**config.mk**
```make
export PLATFORM = sky130hd
export DESIGN_NAME = chained_cmp_alu
export DESIGN_NICKNAME = d
export VERILOG_FILES = /design/src/rtl/cmp_alu_pkg.sv /design/src/rtl/sub_byte_core.sv /design/src/rtl/status_reg.sv /design/src/rtl/wide_walk_seq.sv /design/src/rtl/chained_cmp_alu.sv
export SDC_FILE = /design/constraint.sdc
export NUM_CORES = 1
export LEC_CHECK = 0
export ABC_AREA = 1
export BUFFER_PORTS_ARGS = -buffer_cell sky130_fd_sc_hd__buf_2
export CAP_MARGIN = 20
export CELL_PAD_IN_SITES_DETAIL_PLACEMENT = 2
export CELL_PAD_IN_SITES_GLOBAL_PLACEMENT = 2
export CORE_MARGIN = 10
export CORE_UTILIZATION = 32
export CTS_CLUSTER_DIAMETER = 60
export DETAILED_ROUTE_END_ITERATION = 7
export PLACE_DENSITY_LB_ADDON = 0.1
export SLEW_MARGIN = 15
export SYNTH_ARGS = -nofsm -noshare
export SYNTH_HDL_FRONTEND = slang
export SYNTH_HIERARCHICAL = 1
export SYNTH_SLANG_ARGS = --single-unit
```
**constraint.sdc**
```tcl
create_clock -name clk -period 6.2 [get_ports clk]
set_input_delay 0 -clock clk [delete_from_list [all_inputs] [get_ports clk]]
set_output_delay 0 -clock clk [all_outputs]
set_load 0.02 [all_outputs]
```
**src/rtl/cmp_alu_pkg.sv**
```systemverilog
package cmp_alu_pkg;
  typedef enum logic [1:0] {
    OP_SUB = 2'b00,
    OP_SBC = 2'b01,
    OP_CP  = 2'b10,
    OP_CPC = 2'b11
  } alu_op_e;

  typedef struct packed {
    logic c;
    logic z;
    logic n;
    logic v;
    logic s;
  } flags_t;
endpackage

```
**src/rtl/sub_byte_core.sv**
```systemverilog
module sub_byte_core
  import cmp_alu_pkg::*;
#(
  parameter int DATA_W = 8
) (
  input  logic [DATA_W-1:0] a,
  input  logic [DATA_W-1:0] b,
  input  alu_op_e           op,
  input  flags_t            prev,
  output logic [DATA_W-1:0] r,
  output flags_t            nxt
);
  logic              chain;
  logic              cin;
  logic [DATA_W:0]   diff;
  logic              is_zero;

  always_comb begin
    chain   = op[0];
    cin     = chain & prev.c;
    diff    = {1'b0, a} - {1'b0, b} - {{DATA_W{1'b0}}, cin};
    r       = diff[DATA_W-1:0];
    is_zero = (r == '0);
    nxt.c   = diff[DATA_W];
    nxt.z   = chain ? (is_zero & prev.z) : is_zero;
    nxt.n   = r[DATA_W-1];
    nxt.v   = (a[DATA_W-1] ^ b[DATA_W-1]) & (a[DATA_W-1] ^ r[DATA_W-1]);
    nxt.s   = nxt.n ^ nxt.v;
  end
endmodule

```
**src/rtl/status_reg.sv**
```systemverilog
module status_reg
  import cmp_alu_pkg::*;
(
  input  logic   clk,
  input  logic   rst,
  input  logic   load,
  input  flags_t nxt,
  output flags_t cur
);
  always_ff @(posedge clk) begin
    if (rst)       cur <= '0;
    else if (load) cur <= nxt;
  end

  assert_flags_hold_R8: assert property (@(posedge clk) disable iff (rst)
    !load |=> $stable(cur));
endmodule

```
**src/rtl/wide_walk_seq.sv**
```systemverilog
module wide_walk_seq
  import cmp_alu_pkg::*;
#(
  parameter int DATA_W = 8,
  parameter int NBYTES = 4
) (
  input  logic                     clk,
  input  logic                     rst,
  input  logic                     start,
  input  logic [DATA_W*NBYTES-1:0] a_in,
  input  logic [DATA_W*NBYTES-1:0] b_in,
  output logic                     busy,
  output logic                     done,
  output alu_op_e                  step_op,
  output logic [DATA_W-1:0]        step_a,
  output logic [DATA_W-1:0]        step_b
);
  localparam int WIDE_W = DATA_W * NBYTES;
  localparam int IDX_W  = $clog2(NBYTES + 1);

  logic [WIDE_W-1:0] a_sh, b_sh;
  logic [IDX_W-1:0]  idx;

  always_ff @(posedge clk) begin
    if (rst) begin
      busy <= 1'b0;
      done <= 1'b0;
      idx  <= '0;
      a_sh <= '0;
      b_sh <= '0;
    end else begin
      done <= 1'b0;
      if (!busy) begin
        if (start) begin
          busy <= 1'b1;
          idx  <= '0;
          a_sh <= a_in;
          b_sh <= b_in;
        end
      end else begin
        a_sh <= a_sh >> DATA_W;
        b_sh <= b_sh >> DATA_W;
        idx  <= idx + 1'b1;
        if (idx == IDX_W'(NBYTES - 1)) begin
          busy <= 1'b0;
          done <= 1'b1;
        end
      end
    end
  end

  assign step_op = (idx == '0) ? OP_CP : OP_CPC;
  assign step_a  = a_sh[DATA_W-1:0];
  assign step_b  = b_sh[DATA_W-1:0];

  // independent count of busy cycles, used only by the check below
  logic [IDX_W:0] busy_cnt;
  always_ff @(posedge clk) begin
    if (rst)       busy_cnt <= '0;
    else if (busy) busy_cnt <= busy_cnt + 1'b1;
    else           busy_cnt <= '0;
  end

  assert_walk_length_R9: assert property (@(posedge clk) disable iff (rst)
    done |-> busy_cnt == (IDX_W+1)'(NBYTES));
  assert_done_pulse_R9: assert property (@(posedge clk) disable iff (rst)
    done |=> !done);
endmodule

```
**src/rtl/chained_cmp_alu.sv**
```systemverilog
module chained_cmp_alu
  import cmp_alu_pkg::*;
#(
  parameter int DATA_W = 8,
  parameter int NBYTES = 4
) (
  input  logic                     clk,
  input  logic                     rst,
  input  logic                     op_valid,
  input  logic [1:0]               op_code,
  input  logic [DATA_W-1:0]        opa,
  input  logic [DATA_W-1:0]        opb,
  input  logic                     wide_start,
  input  logic [DATA_W*NBYTES-1:0] wide_a,
  input  logic [DATA_W*NBYTES-1:0] wide_b,
  output logic [DATA_W-1:0]        res,
  output logic                     res_we,
  output logic                     flag_c,
  output logic                     flag_z,
  output logic                     flag_n,
  output logic                     flag_v,
  output logic                     flag_s,
  output logic                     wide_busy,
  output logic                     wide_done
);
  alu_op_e           seq_op, sel_op;
  logic [DATA_W-1:0] seq_a, seq_b, sel_a, sel_b, core_r;
  logic              issue;
  flags_t            cur, nxt;

  wide_walk_seq #(.DATA_W(DATA_W), .NBYTES(NBYTES)) u_seq (
    .clk(clk), .rst(rst), .start(wide_start),
    .a_in(wide_a), .b_in(wide_b),
    .busy(wide_busy), .done(wide_done),
    .step_op(seq_op), .step_a(seq_a), .step_b(seq_b)
  );

  always_comb begin
    issue  = wide_busy | op_valid;
    sel_op = wide_busy ? seq_op : alu_op_e'(op_code);
    sel_a  = wide_busy ? seq_a  : opa;
    sel_b  = wide_busy ? seq_b  : opb;
  end

  sub_byte_core #(.DATA_W(DATA_W)) u_core (
    .a(sel_a), .b(sel_b), .op(sel_op), .prev(cur),
    .r(core_r), .nxt(nxt)
  );

  status_reg u_flags (
    .clk(clk), .rst(rst), .load(issue), .nxt(nxt), .cur(cur)
  );

  always_ff @(posedge clk) begin
    if (rst) begin
      res    <= '0;
      res_we <= 1'b0;
    end else begin
      res_we <= issue & ~sel_op[1];
      if (issue & ~sel_op[1]) res <= core_r;
    end
  end

  assign flag_c = cur.c;
  assign flag_z = cur.z;
  assign flag_n = cur.n;
  assign flag_v = cur.v;
  assign flag_s = cur.s;

  assert_we_only_sub_R3: assert property (@(posedge clk) disable iff (rst)
    issue && sel_op[1] |=> !res_we && $stable(res));
  assert_z_sticky_R5: assert property (@(posedge clk) disable iff (rst)
    issue && sel_op[0] && !flag_z |=> !flag_z);
  assert_borrow_R4: assert property (@(posedge clk) disable iff (rst)
    issue && !sel_op[0] && (sel_a < sel_b) |=> flag_c);
  assert_sign_rule_R7: assert property (@(posedge clk) disable iff (rst)
    flag_s == (flag_n ^ flag_v));
endmodule

```
==> results of run 1 <==
## power by group
group	switching (mW)	leakage [nW]	internal [mW]
combinational	0.251	2.51	0.151
sequential	0.0270	0.682	0.571
clock	0.215	0.155	0.371
## state kept, by name (all words and copies together), names as in the netlist
register     count
res              8
u_seq/done       1
u_seq/b_sh      32
u_seq/busy       1
res_we           1
u_seq/a_sh      32
u_seq/idx        3
u_flags/cur      5
## cell type report
cell class              count  area (sq um)  area share (%)
repair buffers            134           846            14.1
flip-flops and latches     83          1660            27.8
well taps                 188           235            3.93
inverters                 129           484            8.10
clock buffers              12           256            4.29
clock inverters             2          60.1            1.00
multi-input cells         502          2430            40.7
## routing by layer
metal	vias to the layer above	global-route usage [%]	share of wire (%)
li1	2480	-	-
met1	2333	18.0	43
met2	67	28.4	51
met3	16	2.93	3.7
met4	0	5.96	1.6
met5	-	0	0
## stage by stage
step / area (sq um) / util [%] / cells
2_1_floorplan: 4980 / - / 767
3_3_place_gp: 5350 / 35.2 / 1006
3_5_place_dp: 5370 / 35.3 / 1007
4_1_cts: 5980 / 39.3 / 1050
5_1_grt: 5980 / 39.3 / 1050
6_report: 5980 / 39.3 / 1050
## placed cells by master (no fill, tap or decap), types with 9 or more instances in the layout
cell type	instances
nand3_1	98
nor2_1	27
nand3_2	16
a21oi_1	20
inv_1	124
ha_1	18
buf_2	101
clkbuf_16	9
dlygate4sd3_1	29
dfxtp_1	82
nand2_2	10
nand2_1	293
## worst max-delay path, cell delays in order, from the launching register on
cell	delay, ps
dfxtp_2	860
buf_4	500
nand2_1	100
nand2_1	100
nand2_1	70
fa_1	520
inv_1	50
ha_1	210
o21ai_4	160
nand2_1	100
nand2_2	90
nand3_1	80
nand2_2	130
nor2_2	40
nor2_1	110
inv_1	50
nand2_1	50
nand2_1	50
nor2_1	70
## worst paths after layout
kind	to	depth (start not counted)	slack (ps)	start
worst max-delay path	u_flags/cur[1]$_SDFFE_PP0P_	18	2770	u_seq/busy$_SDFF_PP0_
worst min-delay path	u_seq/a_sh[15]$_SDFFE_PP0P_	5	7	wide_a[15]
worst max register to register	u_flags/cur[1]$_SDFFE_PP0P_	18	2770	u_seq/busy$_SDFF_PP0_
worst min register to register	u_seq/a_sh[24]$_SDFFE_PP0P_	2	470	u_seq/a_sh[24]$_SDFFE_PP0P_
## what timing repair did
item                                    CTS  global route
hold buffers                             29             0
gates resized for setup                   0             0
endpoints found under the setup margin    0             0
endpoints found under the hold margin    30             0
==> results.json, run 1 <==
{
  "outcome": "completed",
  "pre_cts_slack_ps": 2730,
  "maxSlewHeadroom_pct": 35.8,
  "irDropWorstVdd_v": 0.000136,
  "hold_viol": 0,
  "syn_inst": 767,
  "skew_ps": 7.50,
  "hold_class": "input port to flop",
  "clock_path_buffers": 2,
  "grt_pass1_vias": 5419,
  "power_density_nw_per_um2": 265,
  "fin_ws_ps": 2770,
  "clockRootBuffer": "clkbuf_16",
  "syn_nets": 873,
  "die_w_microns": 145,
  "dieArea_sq_um": 21000,
  "finalCriticalPeriod_ps": 3430,
  "io_buffers": 101,
  "avgSynthCellArea_sq_um": 6.49,
  "vias": 4896,
  "worst_pin_slew_ps": 962,
  "arrival_ps": 3720,
  "rows": 45,
  "grt_first_pass_wirelength_microns": 26400,
  "syn_to_final_growth_pct": 20.0,
  "path_class": "flop to flop",
  "ant_nets": 0,
  "p_total_mw": 1.59,
  "cts_tree": "built",
  "final_layout_size_suffix_gt1_share_pct": 18.1,
  "grt_max_degree": 67,
  "path_max_fanout": 41,
  "cts.htree.levels": 3,
  "worst_hold_slack_ps": 6.69,
  "finalNetCount": 965,
  "clkLatencyLatePin_ps": 340,
  "maxCapViolCount": 0,
  "antenna_found_initial": 0,
  "drc": 0,
  "cp-start-kind": "flop",
  "required_ps": 6480,
  "max_freq_mhz": 291,
  "core_area_sq_um": 15200,
  "gr-total-overflow": 0,
  "syn_area_sq_um": 4980,
  "numClockSinks": 83,
  "path_clk_slew_ps": 60,
  "wire_per_inst_microns": 15.1,
  "die_h_microns": 145,
  "routed_wl_microns": 15800,
  "num_io_pins": 102,
  "start_util_pct": 32.8,
  "maxSlewViolCount": 0,
  "hpwl_microns": 11900,
  "cts_setup_buffers": 0,
  "grt_use_total_pct": 15.7,
  "drtIter0Drc": 135,
  "n_antenna_cell": 0,
  "finalSetupTns_ps": 0,
  "via_per_inst": 4.66,
  "end_kind": "flop",
  "gp_congestion": 0.839,
  "cts_made_buffers": 9,
  "p_leak_nw": 3.35,
  "yosysWarnings": 6,
  "drtPass1Iterations": 4,
  "nFillCells": 1850,
  "rsz0062_at_grt": "false",
  "final.period_utilization_pct": 55.3,
  "setup_viol": 0
}
Note: power is estimated with default switching activity, not from simulation.
==> run 2: changes to the inputs <==
--- a/config.mk
+++ b/config.mk
@@ -11,7 +11,7 @@
 export CELL_PAD_IN_SITES_DETAIL_PLACEMENT = 2
 export CELL_PAD_IN_SITES_GLOBAL_PLACEMENT = 2
 export CORE_MARGIN = 10
-export CORE_UTILIZATION = 32
+export CORE_UTILIZATION = 27
 export CTS_CLUSTER_DIAMETER = 60
 export DETAILED_ROUTE_END_ITERATION = 7
 export PLACE_DENSITY_LB_ADDON = 0.1
==> constraint.sdc (replaced) <==
create_clock -name clk -period 3.1 [get_ports clk]
set_input_delay 0 -clock clk [delete_from_list [all_inputs] [get_ports clk]]
set_output_delay 0 -clock clk [all_outputs]
set_load 0.02 [all_outputs]
==> results.json, run 2 (synthesis gave the netlist of run 1 again) <==
{
  "outcome": "completed",
  "syn_to_final_growth_pct": 21.6,
  "finalNetCount": 972,
  "finalCriticalPeriod_ps": 2750,
  "setup_viol": 0,
  "drtPass1Iterations": 4,
  "wl_met1_microns": 7040,
  "p_total_mw": 3.11,
  "clockRootBuffer": "clkbuf_16",
  "final_common_cell": "nand2_1",
  "routed_wl_microns": 16500,
  "rsz0062_at_grt": "false",
  "final_cells": 1099,
  "end_kind": "flop",
  "layout_common_cells": "nand2_1, inv_1, buf_2",
  "max_freq_mhz": 364,
  "worst_pin_slew_ps": 756,
  "cp-start-kind": "flop",
  "wire_per_inst_microns": 15.0,
  "cts.htree.levels": 3,
  "antenna_found_initial": 0,
  "grt_use_total_pct": 13.8,
  "hpwl_microns": 12700,
  "cts_made_buffers": 9,
  "gp_congestion": 0.797,
  "dr.max_layer_used": "met4",
  "start_util_pct": 27.5,
  "rows": 49,
  "finalSetupTns_ps": 0,
  "cts_tree": "built",
  "cts.repair.resized": 0,
  "final.period_utilization_pct": 88.6,
  "die_w_microns": 156,
  "required_ps": 3340,
  "wl_met3_microns": 701,
  "hold_viol": 0,
  "path_class": "flop to flop",
  "power_density_nw_per_um2": 514,
  "die_h_microns": 156,
  "drc": 0,
  "maxSlewViolCount": 0,
  "via_per_inst": 4.44,
  "path_max_fanout": 20,
  "grt_first_pass_wirelength_microns": 27300,
  "vias": 4883,
  "dp.cells": 1051,
  "dieArea_sq_um": 24300,
  "ant_nets": 0,
  "maxCapViolCount": 0,
  "gr-total-overflow": 0,
  "num_io_pins": 102,
  "io_buffers": 101,
  "multi_input_area_sq_um": 2430,
  "final_layout_size_suffix_gt1_share_pct": 18.5,
  "top_regs": "u_seq/a_sh (32), u_seq/b_sh (32), res (8)",
  "drtIter0Drc": 134,
  "path_clk_slew_ps": 70,
  "clock_path_buffers": 2,
  "grt_max_degree": 66,
  "grt_pass1_vias": 5386,
  "hold_class": "input port to flop",
  "wl_met2_microns": 8650,
  "n_antenna_cell": 0,
  "nFillCells": 2228,
  "core_area_sq_um": 18100,
  "irDropWorstVdd_v": 0.000256,
  "numClockSinks": 83,
  "clkLatencyLatePin_ps": 340,
  "arrival_ps": 2990,
  "regArea_sq_um": 1660,
  "p_leak_nw": 3.36,
  "skew_ps": 8.02,
  "maxSlewHeadroom_pct": 49.6
}
run 2: repair_timing:
action	CTS	global route
hold buffers	33	0
endpoints found under the hold margin	33	0
buffers inserted	0	0
run 2: power breakdown:
group / internal (mW) / leakage, nW / total [mW] / switching (mW)
combinational: 0.305 / 2.53 / 0.821 / 0.516
clock: 0.646 / 0.141 / 1.11 / 0.461
sequential: 1.14 / 0.682 / 1.19 / 0.0454
run 2: path summary, 6_finish.rpt:
path / from / to / slack (ps) / cells past startpoint
worst min register to register: u_seq/a_sh[28]$_SDFFE_PP0P_ / u_seq/a_sh[28]$_SDFFE_PP0P_ / 470 / 2
worst min-delay path: wide_a[17] / u_seq/a_sh[17]$_SDFFE_PP0P_ / 5 / 5
worst max-delay path: u_seq/busy$_SDFF_PP0_ / u_flags/cur[1]$_SDFFE_PP0P_ / 350 / 19
worst max register to register: u_seq/busy$_SDFF_PP0_ / u_flags/cur[1]$_SDFFE_PP0P_ / 350 / 19
run 2: stage by stage:
| step | setup slack, ps | hold slack, ps | cell area (sq um) | util [%] |
|---|---|---|---|---|
| finish | 353 | 4.60 | 6060 | 33.5 |
| global route | 0.512 | 11.3 | 6060 | 33.5 |
| CTS | 326 | 0.842 | 6060 | 33.5 |
| detailed placement | 327 | 256 | 5430 | 30.0 |
| global placement | 471 | 247 | 5430 | 30.0 |
| floorplan | 352 | 69.1 | 4980 | - |
run 2: per-layer routing:
| layer | up-vias | global-route usage [%] |
|---|---|---|
| li1 | 2493 | - |
| met1 | 2314 | 15.5 |
| met2 | 72 | 25.7 |
| met3 | 4 | 3.72 |
| met4 | 0 | 2.16 |
| met5 | - | 0 |
run 2: worst max-delay path, cell delays in order (launching register included):
cell and delay, ps:
dfxtp_2 400, inv_2 290, nand2_1 100, nand2_1 90
nand2_1 70, fa_1 520, inv_1 50, ha_1 210
o21ai_4 150, nand2_1 100, nand2_2 100, nand2_2 70
nand2_2 70, nand2_2 90, nor2_2 90, nor2_1 50
inv_1 50, nand2_1 40, nand2_1 70, nor2_1 40
run 2: area by class of cell:
class / count / share of cell area [%]
multi-input cells: 502 / 40.2
flip-flops and latches: 83 / 27.4
repair buffers: 141 / 14.7
inverters: 129 / 7.99
well taps: 229 / 4.73
clock buffers: 10 / 3.94
clock inverters: 5 / 1.03
